`src/rtl/dma_pkg.sv`:
```
package dma_pkg;
  typedef enum logic [1:0] {
    REG_ADDR  = 2'd0,
    REG_COUNT = 2'd1,
    REG_CTRL  = 2'd2
  } reg_sel_e;

  typedef enum logic [1:0] {
    ST_IDLE = 2'd0,
    ST_HOLD = 2'd1,
    ST_XFER = 2'd2
  } xfer_st_e;

  localparam int CTRL_EN  = 0;
  localparam int CTRL_DIR = 1;
endpackage

```
`src/rtl/dma_chan.sv`:
```
module dma_chan
  import dma_pkg::*;
#(
  parameter int AW = 16,
  parameter int CW = 16,
  parameter int DW = 16
) (
  input  logic          clk_i,
  input  logic          rst_ni,
  input  logic          wr_i,
  input  logic [1:0]    reg_i,
  input  logic [DW-1:0] wdata_i,
  input  logic          step_i,
  output logic [AW-1:0] addr_o,
  output logic [CW-1:0] count_o,
  output logic          en_o,
  output logic          dir_o,
  output logic          last_o
);
  logic wr_addr, wr_count, wr_ctrl;
  assign wr_addr  = wr_i && (reg_i == REG_ADDR);
  assign wr_count = wr_i && (reg_i == REG_COUNT);
  assign wr_ctrl  = wr_i && (reg_i == REG_CTRL);
  assign last_o   = (count_o == CW'(1));

  always_ff @(posedge clk_i or negedge rst_ni) begin
    if (!rst_ni) begin
      addr_o  <= '0;
      count_o <= '0;
      en_o    <= 1'b0;
      dir_o   <= 1'b0;
    end else begin
      if (wr_addr)      addr_o <= wdata_i[AW-1:0];
      else if (step_i)  addr_o <= addr_o + AW'(1);
      if (wr_count)     count_o <= wdata_i[CW-1:0];
      else if (step_i)  count_o <= count_o - CW'(1);
      if (wr_ctrl) begin
        en_o  <= wdata_i[CTRL_EN];
        dir_o <= wdata_i[CTRL_DIR];
      end else if (step_i && last_o) begin
        en_o <= 1'b0;
      end
    end
  end

  a_r6_addr_step: assert property (@(posedge clk_i) disable iff (!rst_ni)
    (step_i && !wr_addr) |=> (addr_o == $past(addr_o) + AW'(1)));
  a_r6_count_step: assert property (@(posedge clk_i) disable iff (!rst_ni)
    (step_i && !wr_count) |=> (count_o == $past(count_o) - CW'(1)));
  a_r7_disable_at_end: assert property (@(posedge clk_i) disable iff (!rst_ni)
    (step_i && last_o && !wr_ctrl) |=> !en_o);
endmodule

```
`src/rtl/dma_arb.sv`:
```
module dma_arb #(
  parameter int N = 3
) (
  input  logic [N-1:0] req_i,
  output logic [N-1:0] gnt_o,
  output logic         any_o
);
  always_comb begin
    gnt_o = '0;
    for (int i = N - 1; i >= 0; i--) begin
      if (req_i[i]) gnt_o = N'(1) << i;
    end
  end
  assign any_o = |req_i;

  always_comb begin
    a_r9_gnt_onehot: assert ($onehot0(gnt_o));
    if (any_o) a_r9_gnt_nonzero: assert (gnt_o != '0);
  end
endmodule

```
`src/rtl/dma_stat.sv`:
```
module dma_stat #(
  parameter int N = 3
) (
  input  logic         clk_i,
  input  logic         rst_ni,
  input  logic [N-1:0] set_i,
  input  logic         clr_i,
  output logic [N-1:0] flags_o
);
  always_ff @(posedge clk_i or negedge rst_ni) begin
    if (!rst_ni)    flags_o <= '0;
    else if (clr_i) flags_o <= set_i;
    else            flags_o <= flags_o | set_i;
  end

  a_r10_set_sticks: assert property (@(posedge clk_i) disable iff (!rst_ni)
    (|set_i) |=> ((flags_o & $past(set_i)) == $past(set_i)));
endmodule

```
`src/rtl/dma_xfer_ctrl.sv`:
```
module dma_xfer_ctrl
  import dma_pkg::*;
#(
  parameter int NCH    = 3,
  parameter int SEL_W  = 2,
  parameter int AW     = 16,
  parameter int CW     = 16,
  parameter int DW     = 16,
  parameter int MARK_W = 7
) (
  input  logic             clk_i,
  input  logic             rst_ni,
  input  logic             cfg_we_i,
  input  logic [SEL_W-1:0] cfg_chan_i,
  input  logic [1:0]       cfg_reg_i,
  input  logic [DW-1:0]    cfg_wdata_i,
  input  logic             stat_re_i,
  output logic [NCH-1:0]   stat_rdata_o,
  input  logic [NCH-1:0]   dreq_i,
  output logic [NCH-1:0]   dack_o,
  output logic             hold_req_o,
  input  logic             hold_ack_i,
  output logic [AW-1:0]    mem_addr_o,
  output logic             mem_rd_o,
  output logic             mem_wr_o,
  output logic             io_rd_o,
  output logic             io_wr_o,
  output logic             io_drive_o,
  output logic             tc_o,
  output logic             mark_o
);
  xfer_st_e st_q;
  logic [NCH-1:0] cur_q, elig, gnt, step, chan_en, chan_dir, chan_last, tc_set;
  logic [AW-1:0] chan_addr [NCH];
  logic [CW-1:0] chan_cnt  [NCH];
  logic gnt_any, xfer;
  logic [AW-1:0] sel_addr;
  logic [CW-1:0] sel_cnt, cnt_after;
  logic sel_dir;

  assign xfer = (st_q == ST_XFER);

  for (genvar i = 0; i < NCH; i++) begin : g_ch
    dma_chan #(.AW(AW), .CW(CW), .DW(DW)) u_chan (
      .clk_i  (clk_i),
      .rst_ni (rst_ni),
      .wr_i   (cfg_we_i && (cfg_chan_i == SEL_W'(i))),
      .reg_i  (cfg_reg_i),
      .wdata_i(cfg_wdata_i),
      .step_i (step[i]),
      .addr_o (chan_addr[i]),
      .count_o(chan_cnt[i]),
      .en_o   (chan_en[i]),
      .dir_o  (chan_dir[i]),
      .last_o (chan_last[i])
    );
    assign elig[i]   = dreq_i[i] && chan_en[i] && (chan_cnt[i] != '0);
    assign step[i]   = xfer && cur_q[i];
    assign tc_set[i] = step[i] && chan_last[i];
  end

  dma_arb #(.N(NCH)) u_arb (
    .req_i(elig),
    .gnt_o(gnt),
    .any_o(gnt_any)
  );

  dma_stat #(.N(NCH)) u_stat (
    .clk_i  (clk_i),
    .rst_ni (rst_ni),
    .set_i  (tc_set),
    .clr_i  (stat_re_i),
    .flags_o(stat_rdata_o)
  );

  always_ff @(posedge clk_i or negedge rst_ni) begin
    if (!rst_ni) begin
      st_q  <= ST_IDLE;
      cur_q <= '0;
    end else begin
      unique case (st_q)
        ST_IDLE: if (gnt_any) begin
          cur_q <= gnt;
          st_q  <= ST_HOLD;
        end
        ST_HOLD: if (hold_ack_i) st_q <= ST_XFER;
        default: st_q <= ST_IDLE;
      endcase
    end
  end

  always_comb begin
    sel_addr = '0;
    sel_cnt  = '0;
    sel_dir  = 1'b0;
    for (int i = 0; i < NCH; i++) begin
      if (cur_q[i]) begin
        sel_addr = sel_addr | chan_addr[i];
        sel_cnt  = sel_cnt  | chan_cnt[i];
        sel_dir  = sel_dir  | chan_dir[i];
      end
    end
  end

  assign cnt_after  = sel_cnt - CW'(1);
  assign hold_req_o = (st_q != ST_IDLE);
  assign dack_o     = xfer ? cur_q : '0;
  assign mem_addr_o = xfer ? sel_addr : '0;
  assign mem_rd_o   = xfer && sel_dir;
  assign io_wr_o    = xfer && sel_dir;
  assign mem_wr_o   = xfer && !sel_dir;
  assign io_rd_o    = xfer && !sel_dir;
  assign io_drive_o = xfer;
  assign tc_o       = xfer && (sel_cnt == CW'(1));
  assign mark_o     = xfer && (cnt_after[MARK_W-1:0] == '0);

  a_r2_grant_first: assert property (@(posedge clk_i) disable iff (!rst_ni)
    (|dack_o || io_drive_o) |-> (hold_ack_i && hold_req_o));
  a_r3_release: assert property (@(posedge clk_i) disable iff (!rst_ni)
    (|dack_o) |=> (!hold_req_o && dack_o == '0));
  a_r4_ack_onehot: assert property (@(posedge clk_i) disable iff (!rst_ni)
    io_drive_o |-> $onehot(dack_o));
  a_r5_mem_to_port: assert property (@(posedge clk_i) disable iff (!rst_ni)
    mem_rd_o |-> (io_wr_o && !io_rd_o && !mem_wr_o));
  a_r5_port_to_mem: assert property (@(posedge clk_i) disable iff (!rst_ni)
    mem_wr_o |-> (io_rd_o && !io_wr_o && !mem_rd_o));
  a_r7_tc_in_xfer: assert property (@(posedge clk_i) disable iff (!rst_ni)
    tc_o |-> (|dack_o));
  a_r8_mark_in_xfer: assert property (@(posedge clk_i) disable iff (!rst_ni)
    mark_o |-> (|dack_o));
  a_r10_flag_after_tc: assert property (@(posedge clk_i) disable iff (!rst_ni)
    tc_o |=> (stat_rdata_o & $past(dack_o)) != '0);
endmodule

```
`config.mk`:
```
export PLATFORM = sky130hd
export DESIGN_NAME = dma_xfer_ctrl
export DESIGN_NICKNAME = d
export VERILOG_FILES = /design/src/rtl/dma_pkg.sv /design/src/rtl/dma_chan.sv /design/src/rtl/dma_arb.sv /design/src/rtl/dma_stat.sv /design/src/rtl/dma_xfer_ctrl.sv
export SDC_FILE = /design/constraint.sdc
export NUM_CORES = 1
export LEC_CHECK = 0
export ABC_AREA = 1
export BUFFER_PORTS_ARGS = -buffer_cell sky130_fd_sc_hd__buf_2
export CORE_AREA = 2 2 121 123
export DETAILED_ROUTE_END_ITERATION = 6
export DIE_AREA = 0 0 123 125
export PLACE_DENSITY_LB_ADDON = 0.25
export SLEW_MARGIN = 15
export SYNTH_ARGS = -nofsm -noshare
export SYNTH_HDL_FRONTEND = slang
export SYNTH_SLANG_ARGS = --single-unit
```
`constraint.sdc`:
```
create_clock -name clk_i -period 1.55 [get_ports clk_i]
set_input_delay 0.465 -clock clk_i [delete_from_list [all_inputs] [get_ports clk_i]]
set_output_delay 0.465 -clock clk_i [all_outputs]
set_load 0.02 [all_outputs]
```
==> results.toml, run 1 <==
[pwr]
p_seq_share_pct = 24.1
p_int_uw = 11740
ir_drop_uv = 926.0
p_leak_uw = 0.006000
p_sw_share_pct = 47.33
combinationalPowerShare_pct = 64.7
p_per_area_nw_per_um2 = 1836
pwr-share-clk_pct = 11.2
power.net_switching_uw = 10550

[logic_synthesis]
yosysSeqAreaShare_pct = 36.51
synth_top_area_cell = "dfrtp_1"
synthFlopType = "dfrtp_1"
synth.area.top_cells = "dfrtp_1, nand2_1, inv_1, nor2_1, xor2_1"
synth_seq_cells = 110
syn_nets = 1134
yosysMostFrequentCell = "nand2_1"
yosys_warnings = 0
synth_edf_count = 0
syn-cell-area_sq_um = 7538
async_flop_share_pct = 100.0
synth_common_cells = "nand2_1, inv_1, dfrtp_1"
syn_inst = 1097
synth_area_per_cell_sq_um = 6.872
synth.distinct_cells = 29
yosysTopAreaCellShare_pct = 36.51

[clock_network]
clock_latency_ns = 0.38
cts.sinks = 110
ctsHoldBuffers = 0
cts_tree = "done"
clock_path_buffers = 2
cts_max_level = 3
clockRootBuffer = "clkbuf_16"
path_clk_slew_ns = 0.07
cts_inserted_buffers = 9

[routing]
wl_per_cell_microns = 23.04
routed_wl_microns = 36030
num_vias = 9900
post_drt_via_cell_ratio = 6.330
drtAntennaViolNets = 0
drc = 220
dr.pass1.iters = 7
drtIter0Drc = 1394

[global_route]
grt_first_pass_wirelength_microns = 44440
grt_use_total_pct = 37.89
grt_max_degree = 25
gr-total-overflow = 0
grt_pass1_vias = 8616
antenna_found_initial = 0

[timing]
rsz0062_at_grt = "yes"
fin_ws_ns = -0.7740
tns_ns = -39.24
fmax_ghz = 0.4303
setup_viol = 131
slew_viol_final = 0
finalCritPeriodShare_pct = 149.9
holdWs_ns = 0.02189
fin_skew_ns = 0.01150
tightest_slew_ns = 0.6115
slew_headroom_pct = 59.19
min_period_ns = 2.324
hold_violations = 0

[setup_path]
critPathTopFamily = "simple AND/OR/NAND/NOR gates"
start_kind = "flop"
path_cells = "nor2_1 -> a21oi_1 -> nor3_2 -> nand2_2 -> nor2_4 -> buf_6"
worstSetupPathType = "reg2out"
critPathBufInv = 1
path_max_fanout = 2
cp_data_required_time_ns = 1.08
critPathCaptureType = "primary output"
critPathArrivalTime_ns = 1.86
cp_slowest_cell = "dfrtp_1"
critPathMaxStageDelay_ns = 0.40

[flow_run]
cap_viol_max_count = 0

[floorplan]
row_count = 44
core_area_sq_um = 14200
die_w_microns = 123
pin_count = 58
die_area_sq_um = 15380
initial_core_util_pct = 53.07
die-height_microns = 125

[worst_hold_path]
holdCritPathClass = "in2async"

[run_status]
status = "finished, violations left"
violations = "DRC, setup timing"

[finish]
area_growth_pct = 60.96
fin_util_pct = 85.43
final_nets = 1412
drive_gt1_share_pct = 43.94

[placement]
place.gp.congestion = 0.9512
port_buffers = 57
dp_hpwl_microns = 19030
[layout by cell type (no fill, tap or decap), drive strengths merged]
cell type  count
nand3         79
nand2        338
nand4         14
bufinv         1
dfrtp        110
clkinv         5
o21ai         37
buf          283
xor2          45
xnor2          9
diode          1
a31o           5
inv          186
ha             9
clkinvlp       3
clkbuf        11
a21oi         25
o211ai        22
nor2         116
o221ai        18
o21bai         9
nand3b         2
o22ai         38
nor3          14
[final timing paths]
kind | start | slack, ns | end | depth (start not counted)
worst max-delay path | g_ch[1].u_chan.count_o[6]$_DFFE_PN0P_ | -0.77 | tc_o | 6
worst min-delay path | rst_ni | 0.02 | g_ch[2].u_chan.count_o[15]$_DFFE_PN0P_ | 1
worst max register to register | st_q[0]$_DFFE_PN0P_ | -0.50 | g_ch[1].u_chan.addr_o[7]$_DFFE_PN0P_ | 13
worst min register to register | st_q[1]$_DFFE_PN0P_ | 0.45 | st_q[1]$_DFFE_PN0P_ | 1
max in group asynchronous | rst_ni | 0.99 | g_ch[0].u_chan.addr_o[15]$_DFFE_PN0P_ | 2
min in group clk_i | stat_re_i | 0.30 | u_stat.flags_o[1]$_DFF_PN0_ | 2
[power groups by stage]
| stage | clock, uW | sequential (uW) | combinational, uW |
|---|---|---|---|
| after global placement | 0 | 5050 | 9050 |
| final | 2490 | 5370 | 14400 |
| after detailed placement | 0 | 5100 | 9230 |
| after global routing | 2560 | 5470 | 15100 |
| after floorplan | 0 | 5160 | 5130 |
| after CTS | 2410 | 5130 | 11100 |
[through the flow]
step                      cell area, sq um  worst slack (ns)  total power, uW  instances
after detailed placement              9470           -0.3132            14330       1504
after global routing                 12130           -0.7773            23130       1563
after CTS                            10850           -0.6016            18670       1543
after global placement                9470           -0.2985            14100       1504
final                                12130           -0.7740            22280       1564
after floorplan                       7586           -0.1292            10290       1097
[state kept, by name, summed over array words and instances, names as in the netlist]
| name | cells |
|---|---|
| g_ch.u_chan.en_o | 3 |
| g_ch.u_chan.count_o | 48 |
| u_stat.flags_o | 3 |
| cur_q | 3 |
| st_q | 2 |
| g_ch.u_chan.dir_o | 3 |
| g_ch.u_chan.addr_o | 48 |
[per-layer routing]
layer  part of all wire, %  track usage, %  up-vias
li1                      -               -     4075
met1                    32           46.09     4536
met2                    44           60.25      894
met3                    13           9.900      395
met4                    11           21.93        0
met5                     0               0        -
[layout make-up]
| cell class | instances | area [sq um] |
|---|---|---|
| Antenna cell | 1 | 2.502 |
| Clock buffer | 11 | 242.7 |
| Clock inverter | 4 | 47.55 |
| Fill cell | 657 | 2069 |
| Inverter | 187 | 802.0 |
| Multi-Input combinational cell | 780 | 5379 |
| Sequential cell | 110 | 2759 |
| Tap cell | 184 | 230.2 |
| Timing Repair Buffer | 283 | 2639 |
| Timing Repair inverter | 4 | 32.53 |
[cells by family (layout without fill, tap and decap cells)]
kind of cell,Yosys count,after routing,share of synthesized area [%]
AO/OA/AOI/OAI,154,154,13.03
other,0,1,0
XOR/XNOR,54,54,6.274
buffers and inverters,207,489,10.85
AND/OR/NAND/NOR,563,563,31.83
adder cells (fa/ha/maj),9,9,1.494
flip-flops,110,110,36.51
[repair_timing]
action	CTS	global route
cloned	6	1
gates resized for setup	244	288
buffers inserted	18	28
pin swaps	55	89
endpoints found under the setup margin	120	132
Power figures use the tool's default switching activity.
==> run 2: changes to the inputs <==
--- a/config.mk
+++ b/config.mk
@@ -6,10 +6,10 @@
 export NUM_CORES = 1
 export LEC_CHECK = 0
 export ABC_AREA = 1
-export BUFFER_PORTS_ARGS = -buffer_cell sky130_fd_sc_hd__buf_2
-export CORE_AREA = 2 2 121 123
+export CORE_AREA = 2 2 117 119
 export DETAILED_ROUTE_END_ITERATION = 6
-export DIE_AREA = 0 0 123 125
+export DIE_AREA = 0 0 119 121
+export DONT_BUFFER_PORTS = 1
 export PLACE_DENSITY_LB_ADDON = 0.25
 export SLEW_MARGIN = 15
 export SYNTH_ARGS = -nofsm -noshare
==> results.toml, run 2 (synthesis gave the netlist of run 1 again) <==
[finish]
most-common-layout-cells = "nand2_1, inv_1, buf_4"
drive_gt1_share_pct = 37.64
final_nets = 1331
area_growth_pct = 49.15
diodes = 0
fin_area_sq_um = 11240
layout_commonest_cell = "nand2_1"
fill_cells = 560
top_regs = "g_ch.u_chan.addr_o x48, g_ch.u_chan.count_o x48"
fin_util_pct = 85.92

[routing]
drtIter0Drc = 1826
drtAntennaViolNets = 0
dr.pass1.iters = 7
num_vias = 9963
drc = 147
routed_wl_microns = 36940
post_drt_via_cell_ratio = 6.755
wl_per_cell_microns = 25.04

[floorplan]
core_area_sq_um = 13090
initial_core_util_pct = 57.61
die-height_microns = 121
die_w_microns = 119
row_count = 42
die_area_sq_um = 14400
pin_count = 58

[pwr]
ir_drop_uv = 1051
p_seq_share_pct = 25.4
combinationalPowerShare_pct = 63.0
p_per_area_nw_per_um2 = 1918
power.net_switching_uw = 10430
p_leak_uw = 0.005448
p_sw_share_pct = 48.37
pwr-share-clk_pct = 11.6
p_int_uw = 11130

[clock_network]
clock_path_buffers = 2
cts_inserted_buffers = 9
cts_tree = "done"
clockRootBuffer = "clkbuf_16"
cts.sinks = 110
clock_latency_ns = 0.39
cts_max_level = 3
path_clk_slew_ns = 0.09

[timing]
tightest_slew_ns = 1.205
min_period_ns = 2.345
fin_skew_ns = 0.01762
hold_violations = 110
tns_ns = -32.99
setup_viol = 129
fin_ws_ns = -0.7955
slew_headroom_pct = 19.04
finalCritPeriodShare_pct = 151.3
rsz0062_at_grt = "yes"
slew_viol_final = 0
fmax_ghz = 0.4264
holdWs_ns = -0.2421

[global_route]
gr-total-overflow = 0
grt_max_degree = 111
grt_first_pass_wirelength_microns = 43300
grt_pass1_vias = 8272
grt_use_total_pct = 38.79
antenna_found_initial = 1

[placement]
place.gp.congestion = 0.9497
port_buffers = 0
pre_cts_slack_ns = -0.2942
dp_hpwl_microns = 17860
placed_area_sq_um = 8940

[setup_path]
path_cells = "inv_1 -> buf_4 -> nor3_1 -> nand3_1 -> nand2_1 -> nand2_1 -> nand2_1 -> nand3_1"
critPathArrivalTime_ns = 2.61
critPathBufInv = 2
cp_data_required_time_ns = 1.81
critPathTopFamily = "simple AND/OR/NAND/NOR gates"
path_max_fanout = 3
start_kind = "flop"
cp_slowest_cell = "nor3_1"
worstSetupPathType = "reg2reg"
cp_common_cell = "nand2_1"
critPathMaxStageDelay_ns = 0.95
critPathCaptureType = "flop"

[run_status]
status = "finished, violations left"
violations = "DRC, hold timing, setup timing"

[worst_hold_path]
holdCritPathClass = "in2async"

[flow_run]
cap_viol_max_count = 0
[run 2: cell count changes in the layout (fill, tap and decap cells not counted), sizes merged]
cell,before,now
bufinv,1,0
buf,283,203
clkinv,5,3
clkbuf,11,13
inv,186,188
diode,1,0
clkinvlp,3,2
[run 2: per-stage QoR]
| stage | cells | total power [uW] | hold WS (ns) |
|---|---|---|---|
| floorplan | 1097 | 10290 | 0.1694 |
| global placement | 1408 | 13670 | 0.1745 |
| detailed placement | 1408 | 13930 | 0.1735 |
| CTS | 1457 | 18130 | -0.2130 |
| global route | 1475 | 22300 | -0.2363 |
| finish | 1475 | 21560 | -0.2421 |
[run 2: cell type report]
cell class              count  area, sq um  share of cell area (%)
clock buffers              13        270.3                   2.404
flip-flops and latches    110         2756                   24.52
clock inverters             3        17.52                  0.1558
repair inverters            3        25.02                  0.2226
repair buffers            203         1992                   17.72
inverters                 187        804.5                   7.156
well taps                 176        220.2                   1.959
multi-input cells         780         5157                   45.87
[run 2: worst reg2reg max path, cell delays in order (launching register included)]
cell     delay, ns
dfrtp_1       0.41
inv_1         0.10
buf_4         0.17
nor3_1        0.95
nand3_1       0.28
nand2_1       0.13
nand2_1       0.06
nand2_1       0.05
nand3_1       0.07
[run 2: final timing paths]
path                                                       start                               endpoint  slack (ns)  cells after the start
setup / recovery           g_ch[0].u_chan.addr_o[10]$_DFFE_PN0P_  g_ch[0].u_chan.addr_o[12]$_DFFE_PN0P_       -0.80                      8
hold / removal                                            rst_ni   g_ch[1].u_chan.addr_o[1]$_DFFE_PN0P_       -0.24                      0
hold reg to reg                              st_q[1]$_DFFE_PN0P_                    st_q[1]$_DFFE_PN0P_        0.48                      1
min in group clk_i                                     stat_re_i            u_stat.flags_o[1]$_DFF_PN0_        0.18                      1
max in group asynchronous                                 rst_ni  g_ch[0].u_chan.addr_o[10]$_DFFE_PN0P_        1.59                      0
setup reg to reg           g_ch[0].u_chan.addr_o[10]$_DFFE_PN0P_  g_ch[0].u_chan.addr_o[12]$_DFFE_PN0P_       -0.80                      8
[run 2: timing repair]
item                                    CTS  global route
resized for setup                       228           207
setup buffers                            29            29
cloned                                    6             0
pin swaps                                39            53
endpoints found under the setup margin  115           128
endpoints found under the hold margin   110           110
[run 2: layer usage]
layer / global-route usage, % / share of wire (%) / wire, microns
met1: 49.09 / 32 / 11760
met2: 61.49 / 42 / 15420
met3: 8.224 / 15 / 5642
met4: 22.77 / 11 / 4100
met5: 0 / 0.035 / 13
[run 2: power groups by stage]
stage / combinational (uW) / clock (uW) / sequential, uW
2_1_floorplan: 5130 / 0 / 5160
3_3_place_gp: 8570 / 0 / 5100
3_5_place_dp: 8770 / 0 / 5160
4_1_cts: 10600 / 2340 / 5150
5_1_grt: 14200 / 2550 / 5550
6_report: 13600 / 2500 / 5490
